--- src/rtl/cmd_issue_pkg.sv ---
package cmd_issue_pkg;
  // control register addresses; 0..5 travel with a command, 6..8 with a clock update
  localparam int A_CMD    = 0;
  localparam int A_ARG    = 1;
  localparam int A_TMO    = 2;
  localparam int A_CTYPE  = 3;
  localparam int A_BLKSZ  = 4;
  localparam int A_BYTCNT = 5;
  localparam int A_CLKDIV = 6;
  localparam int A_CLKSRC = 7;
  localparam int A_CLKENA = 8;
  localparam int A_IRQ    = 9;
  localparam int NCTRL    = A_CLKENA + 1;

  // command word bit positions
  localparam int B_START   = 31;
  localparam int B_HOLD    = 29;
  localparam int B_BOOTDIS = 26;
  localparam int B_BOOTEN  = 24;
  localparam int B_CLKONLY = 21;
  localparam int B_WAITPRV = 13;

  // raw interrupt bits
  localparam int IRQ_W  = 3;
  localparam int I_DONE = 0;
  localparam int I_LOCK = 1;
  localparam int I_BOOT = 2;

  typedef enum logic [1:0] {ST_IDLE, ST_REQ, ST_RESP} issue_st_e;

  function automatic logic is_ctrl_addr(input int unsigned a);
    return a <= A_CLKENA;
  endfunction

  function automatic logic is_clk_reg(input int unsigned a);
    return (a >= A_CLKDIV) && (a <= A_CLKENA);
  endfunction

  function automatic logic boot_conflict(input logic [31:0] w);
    return w[B_BOOTEN] & w[B_BOOTDIS];
  endfunction

  function automatic logic issue_gate(input logic [31:0] w, input logic busy);
    return w[B_CLKONLY] | ~w[B_WAITPRV] | ~busy;
  endfunction

  function automatic logic [31:0] reg_reset(input int unsigned a);
    return (a == A_CMD) ? (32'h1 << B_HOLD) : 32'h0;
  endfunction
endpackage

--- src/rtl/cmd_regfile.sv ---
module cmd_regfile
  import cmd_issue_pkg::*;
#(
  parameter int DATA_W = 32,
  parameter int ADDR_W = 4
) (
  input  logic              clk,
  input  logic              rst_n,
  input  logic              wr_en,
  input  logic [ADDR_W-1:0] wr_addr,
  input  logic [DATA_W-1:0] wr_data,
  input  logic              start_clr,
  output logic [DATA_W-1:0] regs_q [NCTRL],
  output logic              lock_evt,
  output logic              boot_rej_evt
);
  logic locked;
  logic ctrl_hit;
  logic wr_ok;

  assign locked       = regs_q[A_CMD][B_START];
  assign ctrl_hit     = wr_en && is_ctrl_addr(int'(wr_addr));
  assign lock_evt     = ctrl_hit && locked;
  assign wr_ok        = ctrl_hit && !locked;
  assign boot_rej_evt = wr_ok && (int'(wr_addr) == A_CMD) &&
                        wr_data[B_START] && boot_conflict(wr_data[31:0]);

  for (genvar g = 0; g < NCTRL; g++) begin : g_reg
    logic [DATA_W-1:0] q;
    logic              hit;
    assign hit = wr_ok && (int'(wr_addr) == g);
    if (g == A_CMD) begin : g_cmd
      always_ff @(posedge clk) begin
        if (!rst_n) begin
          q <= DATA_W'(reg_reset(g));
        end else if (hit) begin
          q <= boot_rej_evt ? (wr_data & ~(DATA_W'(1) << B_START)) : wr_data;
        end else if (start_clr) begin
          q[B_START] <= 1'b0;
        end
      end
    end else begin : g_plain
      always_ff @(posedge clk) begin
        if (!rst_n)   q <= DATA_W'(reg_reset(g));
        else if (hit) q <= wr_data;
      end
    end
    assign regs_q[g] = q;
  end
endmodule

--- src/rtl/cmd_issue_fsm.sv ---
module cmd_issue_fsm
  import cmd_issue_pkg::*;
#(
  parameter int DATA_W = 32
) (
  input  logic              clk,
  input  logic              rst_n,
  input  logic [DATA_W-1:0] regs_q [NCTRL],
  input  logic              data_busy,
  input  logic              issue_ack,
  input  logic              resp_done,
  output logic              issue_req,
  output logic              issue_clk_only,
  output logic [DATA_W-1:0] snap_q [NCTRL],
  output logic              launch,
  output logic              start_clr,
  output logic              done_evt
);
  issue_st_e st_q, st_d;
  logic      clk_only_q;
  logic      clk_only_now;
  logic      pend;

  assign pend         = regs_q[A_CMD][B_START];
  assign clk_only_now = regs_q[A_CMD][B_CLKONLY];
  assign launch       = (st_q == ST_IDLE) && pend && issue_gate(regs_q[A_CMD][31:0], data_busy);
  assign start_clr    = (st_q == ST_REQ) && issue_ack;
  assign done_evt     = (st_q == ST_RESP) && resp_done;
  assign issue_req    = (st_q == ST_REQ);
  assign issue_clk_only = clk_only_q;

  always_comb begin
    st_d = st_q;
    unique case (st_q)
      ST_IDLE: if (launch)    st_d = ST_REQ;
      ST_REQ:  if (issue_ack) st_d = clk_only_q ? ST_IDLE : ST_RESP;
      ST_RESP: if (resp_done) st_d = ST_IDLE;
      default:                st_d = ST_IDLE;
    endcase
  end

  always_ff @(posedge clk) begin
    if (!rst_n) begin
      st_q       <= ST_IDLE;
      clk_only_q <= 1'b0;
    end else begin
      st_q <= st_d;
      if (launch) clk_only_q <= clk_only_now;
    end
  end

  // each snapshot slot loads only when its group (command or clock) is issued
  for (genvar g = 0; g < NCTRL; g++) begin : g_snap
    logic [DATA_W-1:0] s;
    always_ff @(posedge clk) begin
      if (!rst_n) s <= '0;
      else if (launch && (is_clk_reg(g) == clk_only_now)) s <= regs_q[g];
    end
    assign snap_q[g] = s;
  end
endmodule

--- src/rtl/cmd_irq_status.sv ---
module cmd_irq_status
  import cmd_issue_pkg::*;
(
  input  logic             clk,
  input  logic             rst_n,
  input  logic [IRQ_W-1:0] set_vec,
  input  logic [IRQ_W-1:0] clr_vec,
  output logic [IRQ_W-1:0] raw_q
);
  for (genvar b = 0; b < IRQ_W; b++) begin : g_bit
    logic f;
    always_ff @(posedge clk) begin
      if (!rst_n)          f <= 1'b0;
      else if (set_vec[b]) f <= 1'b1;
      else if (clr_vec[b]) f <= 1'b0;
    end
    assign raw_q[b] = f;
  end
endmodule

--- src/rtl/cmd_issue_ctrl.sv ---
module cmd_issue_ctrl
  import cmd_issue_pkg::*;
#(
  parameter int DATA_W = 32,
  parameter int ADDR_W = 4
) (
  input  logic              clk,
  input  logic              rst_n,
  input  logic              host_wr,
  input  logic [ADDR_W-1:0] host_addr,
  input  logic [DATA_W-1:0] host_wdata,
  input  logic [ADDR_W-1:0] host_raddr,
  output logic [DATA_W-1:0] host_rdata,
  input  logic              data_busy,
  output logic              issue_req,
  input  logic              issue_ack,
  output logic              issue_clk_only,
  input  logic              resp_done,
  output logic [DATA_W-1:0] snap_cmd,
  output logic [DATA_W-1:0] snap_arg,
  output logic [DATA_W-1:0] snap_tmo,
  output logic [DATA_W-1:0] snap_ctype,
  output logic [DATA_W-1:0] snap_blksz,
  output logic [DATA_W-1:0] snap_bytcnt,
  output logic [DATA_W-1:0] snap_clkdiv,
  output logic [DATA_W-1:0] snap_clksrc,
  output logic [DATA_W-1:0] snap_clkena,
  output logic              start_pending,
  output logic [2:0]        irq_raw
);
  logic [DATA_W-1:0] regs_q [NCTRL];
  logic [DATA_W-1:0] snap_q [NCTRL];
  logic              lock_evt, boot_rej_evt, launch, start_clr, done_evt;
  logic [IRQ_W-1:0]  set_vec, clr_vec, raw_q;

  cmd_regfile #(.DATA_W(DATA_W), .ADDR_W(ADDR_W)) u_regs (
    .clk(clk), .rst_n(rst_n), .wr_en(host_wr), .wr_addr(host_addr),
    .wr_data(host_wdata), .start_clr(start_clr), .regs_q(regs_q),
    .lock_evt(lock_evt), .boot_rej_evt(boot_rej_evt)
  );

  cmd_issue_fsm #(.DATA_W(DATA_W)) u_fsm (
    .clk(clk), .rst_n(rst_n), .regs_q(regs_q), .data_busy(data_busy),
    .issue_ack(issue_ack), .resp_done(resp_done), .issue_req(issue_req),
    .issue_clk_only(issue_clk_only), .snap_q(snap_q), .launch(launch),
    .start_clr(start_clr), .done_evt(done_evt)
  );

  always_comb begin
    set_vec         = '0;
    set_vec[I_DONE] = done_evt;
    set_vec[I_LOCK] = lock_evt;
    set_vec[I_BOOT] = boot_rej_evt;
    clr_vec = (host_wr && int'(host_addr) == A_IRQ) ? host_wdata[IRQ_W-1:0] : '0;
  end

  cmd_irq_status u_irq (
    .clk(clk), .rst_n(rst_n), .set_vec(set_vec), .clr_vec(clr_vec), .raw_q(raw_q)
  );

  always_comb begin
    host_rdata = '0;
    for (int i = 0; i < NCTRL; i++)
      if (int'(host_raddr) == i) host_rdata = regs_q[i];
    if (int'(host_raddr) == A_IRQ) host_rdata = DATA_W'(raw_q);
  end

  assign start_pending = regs_q[A_CMD][B_START];
  assign irq_raw       = raw_q;
  assign snap_cmd      = snap_q[A_CMD];
  assign snap_arg      = snap_q[A_ARG];
  assign snap_tmo      = snap_q[A_TMO];
  assign snap_ctype    = snap_q[A_CTYPE];
  assign snap_blksz    = snap_q[A_BLKSZ];
  assign snap_bytcnt   = snap_q[A_BYTCNT];
  assign snap_clkdiv   = snap_q[A_CLKDIV];
  assign snap_clksrc   = snap_q[A_CLKSRC];
  assign snap_clkena   = snap_q[A_CLKENA];
endmodule

--- config.mk ---
export PLATFORM = sky130hd
export DESIGN_NAME = cmd_issue_ctrl
export DESIGN_NICKNAME = d
export VERILOG_FILES = /design/src/rtl/cmd_issue_pkg.sv /design/src/rtl/cmd_regfile.sv /design/src/rtl/cmd_issue_fsm.sv /design/src/rtl/cmd_irq_status.sv /design/src/rtl/cmd_issue_ctrl.sv
export SDC_FILE = /design/constraint.sdc
export NUM_CORES = 1
export LEC_CHECK = 0
export ABC_AREA = 1
export BUFFER_PORTS_ARGS = -buffer_cell sky130_fd_sc_hd__buf_2
export CELL_PAD_IN_SITES_DETAIL_PLACEMENT = 0
export CELL_PAD_IN_SITES_GLOBAL_PLACEMENT = 1
export CORE_MARGIN = 4
export CORE_UTILIZATION = 40
export DETAILED_ROUTE_END_ITERATION = 12
export GPL_TIMING_DRIVEN = 0
export PLACE_DENSITY = 0.75
export SLEW_MARGIN = 20
export SYNTH_ARGS = -nofsm -noshare
export SYNTH_HDL_FRONTEND = slang
export SYNTH_SLANG_ARGS = --single-unit
--- constraint.sdc ---
create_clock -name clk -period 1.8 [get_ports clk]
set_input_delay 0.18 -clock clk [delete_from_list [all_inputs] [get_ports clk]]
set_output_delay 0.18 -clock clk [all_outputs]
set_load 0.01 [all_outputs]
==> run summary <==
Total power divided by cell area: 894 mW/mm^2
I/O pin count: 372
# setup viols final: 155
CP endpoint kind: output port
Commonest cells after routing, fill and taps aside: 814 x nand2_1, 503 x dfxtp_1, 432 x a21oi_1
Clock Path Buffers: 3
HP Class: input pin to flop
Worst reg2reg path startpoint: u_regs.g_reg[0].q[31]
Max FO, Critical Path: 10
Clk_skew: 0.0171 ns
Status: finished, violations left
Initial antenna violation count: 3
CP Class: input pin to output port
Crit path largest cell delay: 0.41 ns
Die height: 248 um
All-Layer GR Usage: 32.5%
PnR worst setup slack: -0.322 ns
First-pass GRT wire length: 147 mm
Final nets: 3,781
Area growth, synth to finish: 37.0%
CP dominant cell by count: nor2_4
Post-route insts no fill: 4,539
Slowest-stage cell, CP: clkbuf_2
Routed wire length: 106 mm
Rel. slew slack: 18.2%
Maximum VDD drop: 0.000739 V
Core Region: 0.0567 mm^2
Seq cells post-synth: 582
RSZ-0062 raised after global routing: yes
Routed Antenna Nets: 0
Placed cells: 4,311
Syn_nets: 3,260
Vias: 24,100
DRC: 0
Sink Count: 582
Clock H-tree levels: 3
Initial Util: 40.6%
RD Place Congestion: 0.946
CTS tree: built
Register area share after synthesis: 50.6%
Fillers: 5,489
I/O Buffers: 341
DIE WIDTH: 248 um
Slew Limit Fails: 0
Arrival @ worst endpoint: 1.94 ns
Syn Inst Count: 3,214
Worst slew pin tran: 1.23 ns
Final Util: 55.6%
Post-DP HPWL: 79.5 mm
Pin count of the biggest net entering global routing: 20
R2r endpoint: u_fsm.g_snap[5].s[0]
Max_cap viols: 0
Vias in the first global route: 22,700
Die ar.: 0.0614 mm^2
Worst R2R Setup Slack: -0.11 ns
Clk_lat worst skew: 0.61 ns
Critical Path Source: host_raddr[1]
Root Driver: clkbuf_16
Leakage: 13.0 nW
GRT Residual Overflow: 0
Yosys cell types: 28
Yosys warns: 0
Fmax: 471 MHz
Crit-path cells: buf_4, nor2_4, clkbuf_2, nand3_2, nand2_4, nor2_4, o211ai_1, nand2_1, nand4_1, buf_2
Post-route cell area: 0.0315 mm^2
End of the worst hold path: u_fsm.st_q[0]
Wire per inst: 23.3 um
Min Tclk post-route: 2.12 ns
Post-Place Cell Area: 0.0257 mm^2
Critical Path RT: 1.62 ns
WHS Path Cells: 4
TritonCTS Buffers: 67
Clock Pin Slew Worst Setup and Hold Paths: 0.06 ns
Vias/cell: 5.31
Failing checks: negative setup slack
CP startpoint kind: input pin
DR iter-0 viols: 2,051
Crit share post-route: 118%
DR pass1 iterations: 5
Row cnt: 87
Share of cells above drive strength 1: 30.3%
Reg2reg path depth: 12
Syn Area/Cell: 7.16 um^2
Hold Crit Start: data_busy
Leading cell type in the layout, fill and taps excluded: nand2_1
Hold Vio Cnt, Final: 0
Syn Std Cell Area: 0.0230 mm^2
synth_stat cells (all sizes together):
master  number  area [um^2]
inv        219          825
clkbuf     200          751
o211ai       1         7.51
nor3         9          116
or2          5         31.3
buf         61          317
nand2      889         3340
nand3      129          663
nand4       69          432
o21ai      224         1130
nor2       320         1210
o21a         1         7.51
dfxtp      582        11700
a21oi      503         2520
clkinv       1         3.75
o22a         1         8.76
repair_timing:
item | CTS | global route
hold buffers | 6 | 0
cloned | 1 | 10
resized for setup | 455 | 458
pin swaps | 104 | 150
setup endpoints to repair | 600 | 507
endpoints found under the hold margin | 5 | 0
buffers inserted | 55 | 44
per-layer routing:
layer  global-route usage (%)  routed length (um)
met3                     5.13                7150
met1                     42.1               43700
met2                     54.9               50100
met4                     12.2                4650
met5                        0                   0
worst max-delay path: cells and delay by family:
family	cells	cell delay [ns]
AND/OR/NAND/NOR	6	0.94
buffers and inverters	3	0.71
AO/OA/AOI/OAI	1	0.09
registers in the layout, indices dropped and copies added, names as in the netlist:
| signal | cells |
|---|---|
| u_fsm.g_snap.s | 288 |
| u_regs.g.q | 288 |
| u_irq.g_bit.f | 3 |
| u_fsm.st_q | 2 |
| u_fsm.issue_clk_only | 1 |
cell type report:
| type | count | area, um^2 | area share, % |
|---|---|---|---|
| clock inverter | 12 | 100 | 0.317 |
| sequential | 582 | 11800 | 37.4 |
| antenna | 2 | 5.00 | 0.0159 |
| timing repair buffer | 456 | 2930 | 9.29 |
| clock buffer | 103 | 2080 | 6.59 |
| tap | 756 | 946 | 3.00 |
| multi-input combinational | 2152 | 11100 | 35.3 |
| buffer | 256 | 1680 | 5.33 |
| inverter | 220 | 863 | 2.74 |
report_power, final:
group	internal (mW)	switching, mW
registers	12.9	0.0659
logic	0.380	1.21
clock network	8.07	5.54
per-stage QoR:
stage	power (mW)	hold slack, ns	worst slack [ns]	setup TNS, ns
4_1_cts	28.2	0.0114	-0.372	-7.40
2_1_floorplan	14.0	0.345	0.239	0
3_3_place_gp	14.6	0.420	-1.27	-344.56
3_5_place_dp	14.6	0.434	-1.30	-355.89
5_1_grt	28.9	0.0484	-0.340	-15.99
6_report	28.2	0.0429	-0.322	-10.75
logic make-up (layout without fill, tap and decap cells):
| logic type | after synthesis | count (layout) | share of synthesized area (%) |
|---|---|---|---|
| buf+inv | 481 | 1047 | 8.24 |
| other cells | 0 | 2 | 0 |
| simple gates | 1421 | 1422 | 25.2 |
| compound gates | 730 | 730 | 16.0 |
| flops | 582 | 582 | 50.6 |
worst max-delay path by stage:
| stage | endpoint | cells after the start |
|---|---|---|
| finish | host_rdata[30] | 10 |
| global route | host_rdata[24] | 7 |
| CTS | host_rdata[0] | 7 |
| detailed placement | u_fsm.g_snap[8].s[28] | 6 |
| global placement | u_fsm.g_snap[8].s[28] | 6 |
| floorplan | u_fsm.g_snap[0].s[0] | 7 |
No activity file was read; power rests on OpenSTA's default activity.
